==> config.mk <==
export PLATFORM = sky130hd
export DESIGN_NAME = cfalu_core
export DESIGN_NICKNAME = d
export VERILOG_FILES = /design/src/rtl/cfalu_pkg.sv /design/src/rtl/cfalu_decode.sv /design/src/rtl/cfalu_adder.sv /design/src/rtl/cfalu_core.sv
export SDC_FILE = /design/constraint.sdc
export NUM_CORES = 1
export LEC_CHECK = 0
export ABC_CLOCK_PERIOD_IN_PS = 5300
export BUFFER_PORTS_ARGS = -buffer_cell sky130_fd_sc_hd__buf_2
export CORE_MARGIN = 2
export CORE_UTILIZATION = 35
export CTS_BUF_LIST = sky130_fd_sc_hd__clkbuf_16
export CTS_CLUSTER_DIAMETER = 100
export CTS_CLUSTER_SIZE = 10
export DETAILED_ROUTE_END_ITERATION = 7
export GPL_ROUTABILITY_DRIVEN = 0
export PLACE_DENSITY_LB_ADDON = 0.1
export SYNTH_ARGS = -nofsm -noshare
export SYNTH_HDL_FRONTEND = slang
export SYNTH_SLANG_ARGS = --single-unit
==> constraint.sdc <==
create_clock -name clk -period 5.3 [get_ports clk]
set_input_delay 0.265 -clock clk [delete_from_list [all_inputs] [get_ports clk]]
set_output_delay 0.265 -clock clk [all_outputs]
set_load 0.005 [all_outputs]
==> src/rtl/cfalu_pkg.sv <==
package cfalu_pkg;

    typedef enum logic [2:0] {
        OP_ADC  = 3'd0,
        OP_ADD  = 3'd1,
        OP_SUB  = 3'd2,
        OP_SBB  = 3'd3,
        OP_CLC  = 3'd4,
        OP_STC  = 3'd5,
        OP_CMC  = 3'd6,
        OP_HOLD = 3'd7
    } op_e;

    typedef enum logic [1:0] {
        CIN_ZERO,
        CIN_ONE,
        CIN_FLAG,
        CIN_NFLAG
    } cin_e;

    typedef enum logic [2:0] {
        FL_ADDER,
        FL_ADDER_INV,
        FL_CLEAR,
        FL_SET,
        FL_TOGGLE,
        FL_KEEP
    } flag_e;

    typedef struct packed {
        logic  use_sum;
        logic  inv_b;
        cin_e  cin;
        flag_e flag;
    } ctrl_t;

endpackage

==> src/rtl/cfalu_decode.sv <==
module cfalu_decode
    import cfalu_pkg::*;
(
    input  logic [2:0] op_i,
    input  logic       legacy_i,
    output ctrl_t      ctrl_o
);

    always_comb begin
        ctrl_o = '{use_sum: 1'b0, inv_b: 1'b0, cin: CIN_ZERO, flag: FL_KEEP};
        case (op_e'(op_i))
            OP_ADC: begin
                ctrl_o.use_sum = 1'b1;
                ctrl_o.cin     = CIN_FLAG;
                ctrl_o.flag    = FL_ADDER;
            end
            OP_ADD: begin
                ctrl_o.use_sum = 1'b1;
                ctrl_o.cin     = CIN_ZERO;
                ctrl_o.flag    = FL_ADDER;
            end
            OP_SUB: begin
                ctrl_o.use_sum = 1'b1;
                ctrl_o.inv_b   = 1'b1;
                ctrl_o.cin     = legacy_i ? CIN_NFLAG : CIN_ONE;
                ctrl_o.flag    = legacy_i ? FL_ADDER : FL_ADDER_INV;
            end
            OP_SBB: begin
                ctrl_o.use_sum = 1'b1;
                ctrl_o.inv_b   = 1'b1;
                ctrl_o.cin     = CIN_NFLAG;
                ctrl_o.flag    = FL_ADDER_INV;
            end
            OP_CLC:  ctrl_o.flag = FL_CLEAR;
            OP_STC:  ctrl_o.flag = FL_SET;
            OP_CMC:  ctrl_o.flag = FL_TOGGLE;
            default: ctrl_o.flag = FL_KEEP;
        endcase
    end

endmodule

==> src/rtl/cfalu_adder.sv <==
module cfalu_adder #(
    parameter int W = 8
) (
    input  logic [W-1:0] x_i,
    input  logic [W-1:0] y_i,
    input  logic         cin_i,
    output logic [W-1:0] sum_o,
    output logic         cout_o
);

    logic [W:0] chain;

    assign chain[0] = cin_i;

    for (genvar i = 0; i < W; i++) begin : g_bit
        assign sum_o[i]   = x_i[i] ^ y_i[i] ^ chain[i];
        assign chain[i+1] = (x_i[i] & y_i[i]) | (chain[i] & (x_i[i] ^ y_i[i]));
    end

    assign cout_o = chain[W];

endmodule

==> src/rtl/cfalu_core.sv <==
module cfalu_core
    import cfalu_pkg::*;
#(
    parameter int W = 8
) (
    input  logic         clk,
    input  logic         rst,
    input  logic [2:0]   op_i,
    input  logic         legacy_i,
    input  logic [W-1:0] a_i,
    input  logic [W-1:0] b_i,
    output logic [W-1:0] res_o,
    output logic         cf_o
);

    typedef struct packed {
        logic [W-1:0] res;
        logic         cf;
    } state_t;

    state_t       st_d, st_q;
    ctrl_t        ctrl;
    logic [W-1:0] b_eff;
    logic [W-1:0] sum;
    logic         cin;
    logic         cout;

    cfalu_decode u_decode (
        .op_i     (op_i),
        .legacy_i (legacy_i),
        .ctrl_o   (ctrl)
    );

    // operand and carry conditioning in front of the shared adder
    always_comb begin
        b_eff = ctrl.inv_b ? ~b_i : b_i;
        case (ctrl.cin)
            CIN_ONE:   cin = 1'b1;
            CIN_FLAG:  cin = st_q.cf;
            CIN_NFLAG: cin = ~st_q.cf;
            default:   cin = 1'b0;
        endcase
    end

    cfalu_adder #(.W(W)) u_adder (
        .x_i    (a_i),
        .y_i    (b_eff),
        .cin_i  (cin),
        .sum_o  (sum),
        .cout_o (cout)
    );

    always_comb begin
        st_d = st_q;
        if (ctrl.use_sum) begin
            st_d.res = sum;
        end
        case (ctrl.flag)
            FL_ADDER:     st_d.cf = cout;
            FL_ADDER_INV: st_d.cf = ~cout;
            FL_CLEAR:     st_d.cf = 1'b0;
            FL_SET:       st_d.cf = 1'b1;
            FL_TOGGLE:    st_d.cf = ~st_q.cf;
            default:      st_d.cf = st_q.cf;
        endcase
    end

    always_ff @(posedge clk) begin
        if (rst) begin
            st_q <= '0;
        end else begin
            st_q <= st_d;
        end
    end

    assign res_o = st_q.res;
    assign cf_o  = st_q.cf;

endmodule

==> impl_metrics.py, run 1 <==
metrics = {
    "global_route": {
        "grt_pass1_vias": 479,
        "grt_pass1_wl_mm": 1.973,
        "grt_start_max_net_pins": 21,
        "grt_remaining_overflow": 0,
        "grtUsageTotal": 0.1343,
        "antenna_found_initial": 0,
    },
    "synth": {
        "async_flop_share": 0,
        "syn-mean-instance-area_um2": 9.259,
        "synthesis.nets": 100,
        "synth_edf_count": 0,
        "synth_cells": 70,
        "syn_area_um2": 648.1,
        "ys_seq_area_frac": 0.2780,
        "synth_flop_cell": "dfxtp_1",
        "yosys_register_bits": 9,
        "synth_warnings": 0,
        "ys_types": 19,
    },
    "finish": {
        "fillerInstances": 181,
        "layout.cells.non_filler": 125,
        "multi_input_area_um2": 414.1,
        "syn2layout_area_growth_pct": 35.91,
        "fin_nets": 131,
        "diodes": 0,
        "drive_gt1_frac": 0.3400,
        "seq_area_um2": 180.2,
    },
    "placed_design": {
        "place_hpwl_um": 950.1,
        "io_buffers": 30,
        "dp.cells": 121,
    },
    "drt": {
        "firstDrtPassIters": 3,
        "vias_per_cell": 4.296,
        "drc": 0,
        "drt_iter0_drc": 6,
        "finalWirelength_mm": 1.228,
        "wl_per_cell_um": 9.824,
        "num_vias": 537,
        "antenna_left": 0,
    },
    "pwr": {
        "power_density_nw_per_um2": 316.7,
        "power_leakage_uw": 0.0004407,
        "ir_drop_uv": 166.7,
    },
    "status": {
        "outcome": "complete, no violations",
    },
    "sta": {
        "fin_worst_skew_ns": 0.0003951,
        "timing.setup.tns_ns": 0,
        "fin_crit_sh": 0.7960,
        "setup_violations": 0,
        "fin_crit_ns": 4.219,
        "grt_setup_unrepaired": "no",
        "slew_viol_final": 0,
        "hold_viol": 0,
        "fmax_mhz": 237.0,
        "max_slew.worst_pin.slew_ns": 0.4303,
        "slew_headroom": 0.7131,
    },
    "setup_path": {
        "crit_cells": 14,
        "cp-end-kind": "flop",
        "path_cells": "buf_2 > and2b_1 > xnor2_1 > fa_1 > fa_1 > fa_1 > fa_1 > fa_1 > fa_1 > inv_1 > fa_1 > fa_1 > mux2i_1 > nor2_1",
        "cp_common_cell": "fa_1",
        "reg2reg_depth": 14,
        "required_ns": 5.42,
        "cp-start-kind": "input port",
        "worstPathMaxFanout": 20,
        "crit_buf_inv": 2,
        "crit_path_top_delay_cell": "fa_1",
        "worstSetupPathType": "input port to flop",
        "crit_family": "adder cells",
        "cp.arrival_ns": 4.34,
        "max_stage_delay_ns": 0.42,
    },
    "cts": {
        "clk_latency_ns": 0.23,
        "cts_setup_buffers": 0,
        "cts.sinks": 9,
        "root_buffer": "clkbuf_16",
        "cts_tree": "built",
        "ctsResizeCount": 0,
        "h-tree-depth": 1,
        "clk_pin_slew_ns": 0.04,
        "ctsHoldBuffers": 0,
        "numCtsBuffers": 3,
        "ctsLongestPathBuffers": 2,
    },
    "floorplan": {
        "pin_count": 31,
        "die_w_um": 47.03,
        "row_count": 15,
        "start_util": 0.3754,
        "die_h_um": 47.03,
        "core-area_um2": 1727,
        "die-area_um2": 2212,
    },
    "flow_run": {
        "maxCapViolCount": 0,
    },
    "worst_hold_path": {
        "hold_depth": 2,
        "hold_class": "input port to flop",
    },
}
cells by family (layout without fill, tap and decap cells):
| group | Yosys count | in the layout | synth area share |
|---|---|---|---|
| adders and majority gates | 8 | 8 | 0.2471 |
| muxes | 3 | 3 | 0.04633 |
| xor gates and xnor gates | 8 | 8 | 0.1081 |
| buffers and inverters | 11 | 41 | 0.08301 |
| and+or+nand+nor | 22 | 22 | 0.1641 |
| AOI/OAI and AO/OA | 9 | 9 | 0.07337 |
| DFF | 9 | 9 | 0.2780 |
final timing paths:
kind / startpoint / to / slack, ns
worst max register to register: cf_o / res_o[7] / 1.20
worst max-delay path: op_i[2] / res_o[7] / 1.08
worst min-delay path: rst / res_o[1] / 0.34
worst min register to register: res_o[4] / res_o[4] / 0.47
layout by cell type (no fill, tap or decap):
cell,netlist,final
buf_2,1,30
nor2_1,14,14
dfxtp_1,9,9
inv_1,7,8
a21oi_1,8,8
fa_1,8,8
xnor2_1,6,6
mux2i_1,3,3
clkbuf_16,0,3
and2b_1,2,2
xor2_1,2,2
nand2b_1,2,2
or2_2,1,1
a211oi_1,1,1
and4b_1,1,1
nand2_1,1,1
nor4_1,1,1
through the flow:
stage	util	setup WS, ns	cell area, µm²	hold slack [ns]	power [µW]
3_5_place_dp	0.4645	0.7900	802.0	0.4707	150.4
4_1_cts	0.5101	1.039	880.8	0.3381	284.3
2_1_floorplan	-	1.293	648.1	0.4785	127.9
5_1_grt	0.5101	0.8558	880.8	0.3519	301.2
3_3_place_gp	0.4645	0.8091	802.0	0.4597	149.4
6_report	0.5101	1.081	880.8	0.3396	279.0
registers in the layout, summed over array words and instances, names as in the netlist:
name,cells
cf_o,1
res_o,8
power breakdown:
| part | total [µW] | switching (µW) | internal (µW) |
|---|---|---|---|
| Combinational | 67.2 | 33.0 | 34.2 |
| Clock | 131 | 32.4 | 98.6 |
| Sequential | 80.8 | 3.96 | 76.8 |
Yosys cell counts, drive strengths merged (2+ instances only):
cell type | instances | area, µm²
mux2i | 3 | 30.03
xor2 | 2 | 17.52
nand2b | 2 | 12.51
dfxtp | 9 | 180.2
a21oi | 8 | 40.04
and2b | 2 | 15.01
nor2 | 14 | 52.55
inv | 7 | 26.28
buf | 4 | 27.52
xnor2 | 6 | 52.55
fa | 8 | 160.2
layer usage:
layer,GRT usage,share of wire,up-vias
met5,0,0,-
met4,0.1167,0.022,0
li1,-,-,277
met3,0.03462,0.076,2
met1,0.1639,0.47,238
met2,0.1945,0.43,20
final cells by class:
cell class,instances,area share
Timing Repair Buffer,30,0.1705
Sequential cell,9,0.2045
Inverter,7,0.02983
Multi-Input combinational cell,50,0.4702
Tap cell,25,0.03551
Clock inverter,1,0.004261
Clock buffer,3,0.08523
Note: power is estimated with default switching activity, not from simulation.
==> inputs of run 2 (changes only) <==
Settings changed: ABC_CLOCK_PERIOD_IN_PS 5300 to 3600.
Clock period 5.3 ns to 3.6 ns, I/O delays scaled along.
==> run 2 against run 1 <==
  * The flow now finishes with violations (setup timing)
  * Final cell count grew 6.4%
  * Worst hold slack worse by 0.095 ns
  * Global-route usage is 1.7 points higher
  * Worst setup slack lost 1.3 ns
==> impl_metrics.py, run 2 (same netlist as run 1, synthesis figures left out) <==
metrics = {
    "sta": {
        "worst_slack_ns": -0.2110,
        "max_slew.worst_pin.slew_ns": 0.2698,
        "grt_setup_unrepaired": "yes",
        "fin_crit_ns": 3.811,
        "timing.setup.tns_ns": -0.3358,
        "fmax_mhz": 262.4,
        "whs_ns": 0.2448,
        "slew_viol_final": 0,
        "fin_worst_skew_ns": 0.0009610,
        "hold_viol": 0,
        "fin_crit_sh": 1.059,
        "setup_violations": 3,
        "slew_headroom": 0.8185,
    },
    "global_route": {
        "met1_usage": 0.1900,
        "grt_start_max_net_pins": 19,
        "grt_remaining_overflow": 0,
        "grt_pass1_vias": 551,
        "grt_pass1_wl_mm": 2.263,
        "busiest_layer": "met2",
        "grtUsageMet2": 0.2493,
        "antenna_found_initial": 0,
        "met3_usage": 0.03462,
        "grtUsageTotal": 0.1517,
    },
    "setup_path": {
        "cp_common_cell": "fa_2",
        "worstSetupPathType": "flop to flop",
        "reg2reg_depth": 14,
        "crit_buf_inv": 1,
        "cp-end-kind": "flop",
        "endpoint": "res_o[7]",
        "cp-start-kind": "flop",
        "r2r-start": "cf_o",
        "crit_cells": 14,
        "crit_family": "adder cells",
        "max_stage_delay_ns": 0.42,
        "r2r_end": "res_o[7]",
        "cp.arrival_ns": 3.93,
        "path_cells": "and2b_1 > a21oi_1 > or2_4 > fa_2 > fa_2 > fa_2 > fa_2 > fa_2 > fa_2 > inv_2 > fa_2 > fa_2 > mux2i_1 > nor2_1",
        "worstPathMaxFanout": 2,
        "required_ns": 3.72,
        "reg2reg_slack_ns": -0.21,
        "startpoint": "cf_o",
        "crit_path_top_delay_cell": "fa_2",
    },
    "drt": {
        "finalWirelength_mm": 1.376,
        "wl_per_cell_um": 10.35,
        "firstDrtPassIters": 3,
        "vias_per_cell": 4.293,
        "num_vias": 571,
        "drc": 0,
        "drt_iter0_drc": 1,
        "antenna_left": 0,
    },
    "cts": {
        "ctsHoldBuffers": 0,
        "ctsLongestPathBuffers": 2,
        "numCtsBuffers": 3,
        "clk_pin_slew_ns": 0.04,
        "h-tree-depth": 1,
        "cts.sinks": 9,
        "cts_tree": "built",
        "clk_latency_ns": 0.23,
        "root_buffer": "clkbuf_16",
    },
    "worst_hold_path": {
        "hold_class": "input port to flop",
    },
    "finish": {
        "layout.cells.non_filler": 133,
        "drive_gt1_frac": 0.4815,
        "syn2layout_area_growth_pct": 48.84,
        "diodes": 0,
        "largest_reg_flops": 8,
        "fillerInstances": 172,
        "layout_common_cells": "buf_2, nor2_1",
        "fin_nets": 139,
        "layout_commonest_cell": "buf_2",
    },
    "floorplan": {
        "row_count": 15,
        "start_util": 0.3754,
        "pin_count": 31,
        "core-area_um2": 1727,
        "die_h_um": 47.03,
        "die-area_um2": 2212,
        "die_w_um": 47.03,
    },
    "placed_design": {
        "dp.cells": 128,
        "place_hpwl_mm": 1.030,
        "dpl_worst_slack_ns": -0.2093,
        "io_buffers": 30,
    },
    "pwr": {
        "p_int_uw": 320.8,
        "p_seq_frac": 0.276,
        "power_density_nw_per_um2": 447.2,
        "power_leakage_uw": 0.0004743,
        "clkPwrFrac": 0.454,
        "p_comb_frac": 0.271,
        "p_sw_frac": 0.2563,
        "switchingPower_uw": 110.6,
        "ir_drop_uv": 151.1,
    },
    "status": {
        "outcome": "finished, violations left",
        "violations": "setup timing",
    },
    "flow_run": {
        "maxCapViolCount": 0,
    },
}
run 2: power by group through the flow:
stage               clock network (µW)  registers, µW  logic [µW]
global placement                     0            120         112
floorplan                            0            122        71.4
finish                             196            119         117
CTS                                199            119         120
detailed placement                   0            120         115
global route                       208            121         137
run 2: worst min-delay path by stage:
stage,startpoint,to,slack [ns],cells after the start
floorplan,op_i[0],cf_o,0.43,3
global placement,res_o[0],res_o[0],0.46,2
detailed placement,res_o[1],res_o[1],0.47,2
CTS,rst,res_o[0],0.25,2
global route,rst,res_o[0],0.25,2
finish,rst,res_o[4],0.24,2
run 2: cell type report:
type                            instances  area, µm²  share of cell area
Clock inverter                          1      3.754            0.003891
Clock buffer                            3      75.07             0.07782
Multi-Input combinational cell         50      436.7              0.4527
Tap cell                               25      31.28             0.03243
Timing Repair Buffer                   38      210.2              0.2179
Inverter                                7      26.28             0.02724
Sequential cell                         9      181.4              0.1881
run 2: routing by layer:
metal  part of all wire  routed length (µm)
met1               0.43                 598
met2               0.49                 680
met3              0.057                  79
met4              0.013                  18
met5                  0                   0
run 2: worst register-to-register path, cell delays in order, from the launching register on:
cell     delay, ns
dfxtp_2       0.31
and2b_1       0.19
a21oi_1       0.04
or2_4         0.23
fa_2          0.34
fa_2          0.35
fa_2          0.35
fa_2          0.35
fa_2          0.35
fa_2          0.34
inv_2         0.06
fa_2          0.19
fa_2          0.42
mux2i_1       0.13
nor2_1        0.06
run 2: through the flow:
step	area, µm²	power (µW)	util
floorplan	670.6	193.4	-
global placement	877.1	232.3	0.5080
detailed placement	877.1	235.7	0.5080
CTS	963.4	437.7	0.5580
global route	964.7	465.0	0.5587
finish	964.7	431.4	0.5587
run 2: what timing repair did:
item / in CTS / in global routing
gates cloned: 0 / 0
pin swaps: 1 / 1
resized for setup: 0 / 1
buffers inserted: 1 / 0
endpoints found under the setup margin: 3 / 3
==> inputs of run 3 (changes only) <==
Settings changed: SYNTH_HIERARCHICAL set to 1.
==> run 3 against run 2 <==
  * The run still ends with setup timing left
  * Worst hold slack gained 0.0045 ns
  * Register-to-register slack gained 0.08 ns
  * Flip-flop and latch count is the same
  * Worst setup slack gained 0.075 ns
  * Die area grew 7.1%
  * Count of clock-buffer cells in the layout is the same
  * Non-clock buffer count shrank 3
  * Critical path depth grew 6
  * Combinational power grew 10%
  * Via count shrank 1.2%
  * Largest power group unchanged
==> impl_metrics.py, run 3 <==
metrics = {
    "pwr": {
        "power_density_nw_per_um2": 425.3,
        "ir_drop_uv": 285.5,
        "power_leakage_uw": 0.0005445,
    },
    "finish": {
        "diodes": 0,
        "layout_commonest_cell": "buf_2",
        "final_cell_area_um2": 1044,
        "layout_common_cells": "buf_2, nor2_1, inv_1, dfxtp_1, mux2i_1",
        "fin_nets": 139,
        "fin_util": 0.5430,
        "drive_gt1_frac": 0.5185,
        "largest_reg_flops": 8,
        "syn2layout_area_growth_pct": 49.46,
    },
    "sta": {
        "fin_crit_sh": 1.038,
        "slew_headroom": 0.6961,
        "slew_viol_final": 0,
        "max_slew.worst_pin.slew_ns": 0.4554,
        "hold_viol": 0,
        "fin_worst_skew_ns": 0.002157,
        "worst_slack_ns": -0.1359,
        "setup_violations": 2,
        "grt_setup_unrepaired": "yes",
        "whs_ns": 0.2493,
        "fin_crit_ns": 3.736,
        "fmax_mhz": 267.7,
    },
    "synth": {
        "synthTopCellsByCount": "inv_1, nor2_1, dfxtp_1",
        "synth_warnings": 6,
        "synth_top_family_by_area": "adder cells",
        "synth_flop_cell": "dfxtp_1",
        "yosysMostFrequentCell": "inv_1",
        "syn-mean-instance-area_um2": 9.564,
        "yosys.area_share.simple": 0.1326,
        "synth_cells": 73,
        "synthMuxAreaShare": 0.1147,
        "synthAdderAreaFrac": 0.2294,
        "synth_xor_area_frac": 0.1254,
        "ys_top_cells_by_area": "dfxtp_1, fa_1, mux2i_1, xor2_1, inv_1",
        "yosys.area.top_type": "dfxtp_1",
        "synth_edf_count": 0,
        "synthesis.nets": 103,
        "syn_area_um2": 698.2,
        "yosys_register_bits": 9,
        "synth_compound_area_frac": 0.04122,
        "ys_types": 19,
        "ys_seq_area_frac": 0.2581,
        "synth_top_area_frac": 0.2581,
        "async_flop_share": 0,
    },
    "floorplan": {
        "pin_count": 31,
        "die_h_um": 48.66,
        "start_util": 0.3633,
        "row_count": 16,
        "die-area_um2": 2368,
        "core-area_um2": 1922,
        "die_w_um": 48.66,
    },
    "cts": {
        "root_buffer": "clkbuf_16",
        "h-tree-depth": 1,
        "ctsLongestPathBuffers": 2,
        "clk_pin_slew_ns": 0.04,
        "ctsHoldBuffers": 0,
        "cts.sinks": 9,
        "clk_latency_ns": 0.23,
        "cts_setup_buffers": 0,
        "cts_tree": "built",
        "numCtsBuffers": 3,
    },
    "drt": {
        "firstDrtPassIters": 2,
        "drt_iter0_drc": 6,
        "vias_per_cell": 4.178,
        "antenna_left": 0,
        "wl_per_cell_um": 10.07,
        "finalWirelength_mm": 1.359,
        "num_vias": 564,
        "drc": 0,
    },
    "worst_hold_path": {
        "hold_class": "input port to flop",
    },
    "global_route": {
        "grt_start_max_net_pins": 10,
        "grt_pass1_wl_mm": 2.546,
        "antenna_found_initial": 0,
        "grt_pass1_vias": 563,
        "grt_remaining_overflow": 0,
        "grtUsageTotal": 0.1405,
    },
    "setup_path": {
        "worstSetupPathType": "input port to flop",
        "cp.arrival_ns": 3.89,
        "cp-end-kind": "flop",
        "cp_common_cell": "fa_2",
        "crit_path_top_delay_cell": "fa_2",
        "worstPathMaxFanout": 3,
        "max_stage_delay_ns": 0.36,
        "crit_family": "adder cells",
        "crit_buf_inv": 5,
        "path_cells": "buf_8 > nor3b_2 > nor3_1 > nand2_1 > xnor2_2 > fa_2 > inv_2 > fa_2 > inv_2 > fa_2 > fa_2 > fa_2 > fa_2 > fa_2 > inv_2 > fa_1 > inv_1 > nor2b_2 > xnor2_1 > a211oi_2",
        "cp-start-kind": "input port",
        "required_ns": 3.76,
    },
    "placed_design": {
        "place_hpwl_mm": 1.053,
        "io_buffers": 30,
        "place_area_um2": 928.4,
        "dpl_worst_slack_ns": -0.4397,
    },
    "status": {
        "outcome": "finished, violations left",
        "violations": "setup timing",
    },
    "flow_run": {
        "maxCapViolCount": 0,
    },
}
run 3: cells by family after synthesis:
logic type / Yosys count
flops: 9
fa+ha+maj: 8
compound gates: 3
mux: 8
xor+xnor: 10
simple gates: 19
buf+inv: 16
run 3: worst paths after layout:
check	startpoint	end	slack, ns	cells past startpoint
worst min-delay path	rst	cf_o	0.25	2
worst max register to register	cf_o	cf_o	-0.13	17
worst min register to register	res_o[6]	res_o[6]	0.49	2
worst max-delay path	op_i[1]	cf_o	-0.14	20
run 3: report_power, final:
part | internal [µW] | switching (µW)
Clock | 145 | 48.1
Sequential | 115 | 6.79
Combinational | 68.7 | 60.3
Total | 329 | 115
run 3: timing repair:
| action | in CTS | in global routing |
|---|---|---|
| cloned | 0 | 0 |
| hold endpoints to repair | 0 | 0 |
| resized for setup | 2 | 4 |
| endpoints found under the setup margin | 2 | 2 |
| pin swaps | 2 | 1 |
run 3: metrics by stage:
stage / setup TNS [ns] / std cells / total power [µW]
after detailed placement: -0.7915 / 131 / 250.7
final: -0.1812 / 135 / 443.8
after CTS: -0.2146 / 135 / 447.2
after global placement: -0.6999 / 131 / 248.1
after global routing: -0.5573 / 135 / 472.6
after floorplan: -0.3536 / 73 / 206.7
run 3: final cells by class:
type	count	area (µm²)
well taps	27	33.78
flip-flops and latches	9	180.2
clock buffers	3	75.07
repair buffers	35	203.9
fillers	198	878.3
multi-input cells	48	501.7
inverters	12	45.04
clock inverters	1	3.754
run 3: worst reg2reg max path: stages (launching register included):
cell	delay, ns
dfxtp_1	0.33
nand2_1	0.09
xnor2_2	0.15
fa_2	0.34
inv_2	0.06
fa_2	0.18
inv_2	0.04
fa_2	0.33
fa_2	0.36
fa_2	0.35
fa_2	0.34
fa_2	0.34
inv_2	0.06
fa_1	0.15
inv_1	0.04
nor2b_2	0.15
xnor2_1	0.13
a211oi_2	0.20
run 3: per-layer routing:
metal / vias up / global-route usage / wire length, µm
li1: 290 / - / -
met1: 255 / 0.1690 / 554
met2: 14 / 0.2169 / 682
met3: 5 / 0.06481 / 96
met4: 0 / 0.05714 / 25
met5: - / 0 / 0
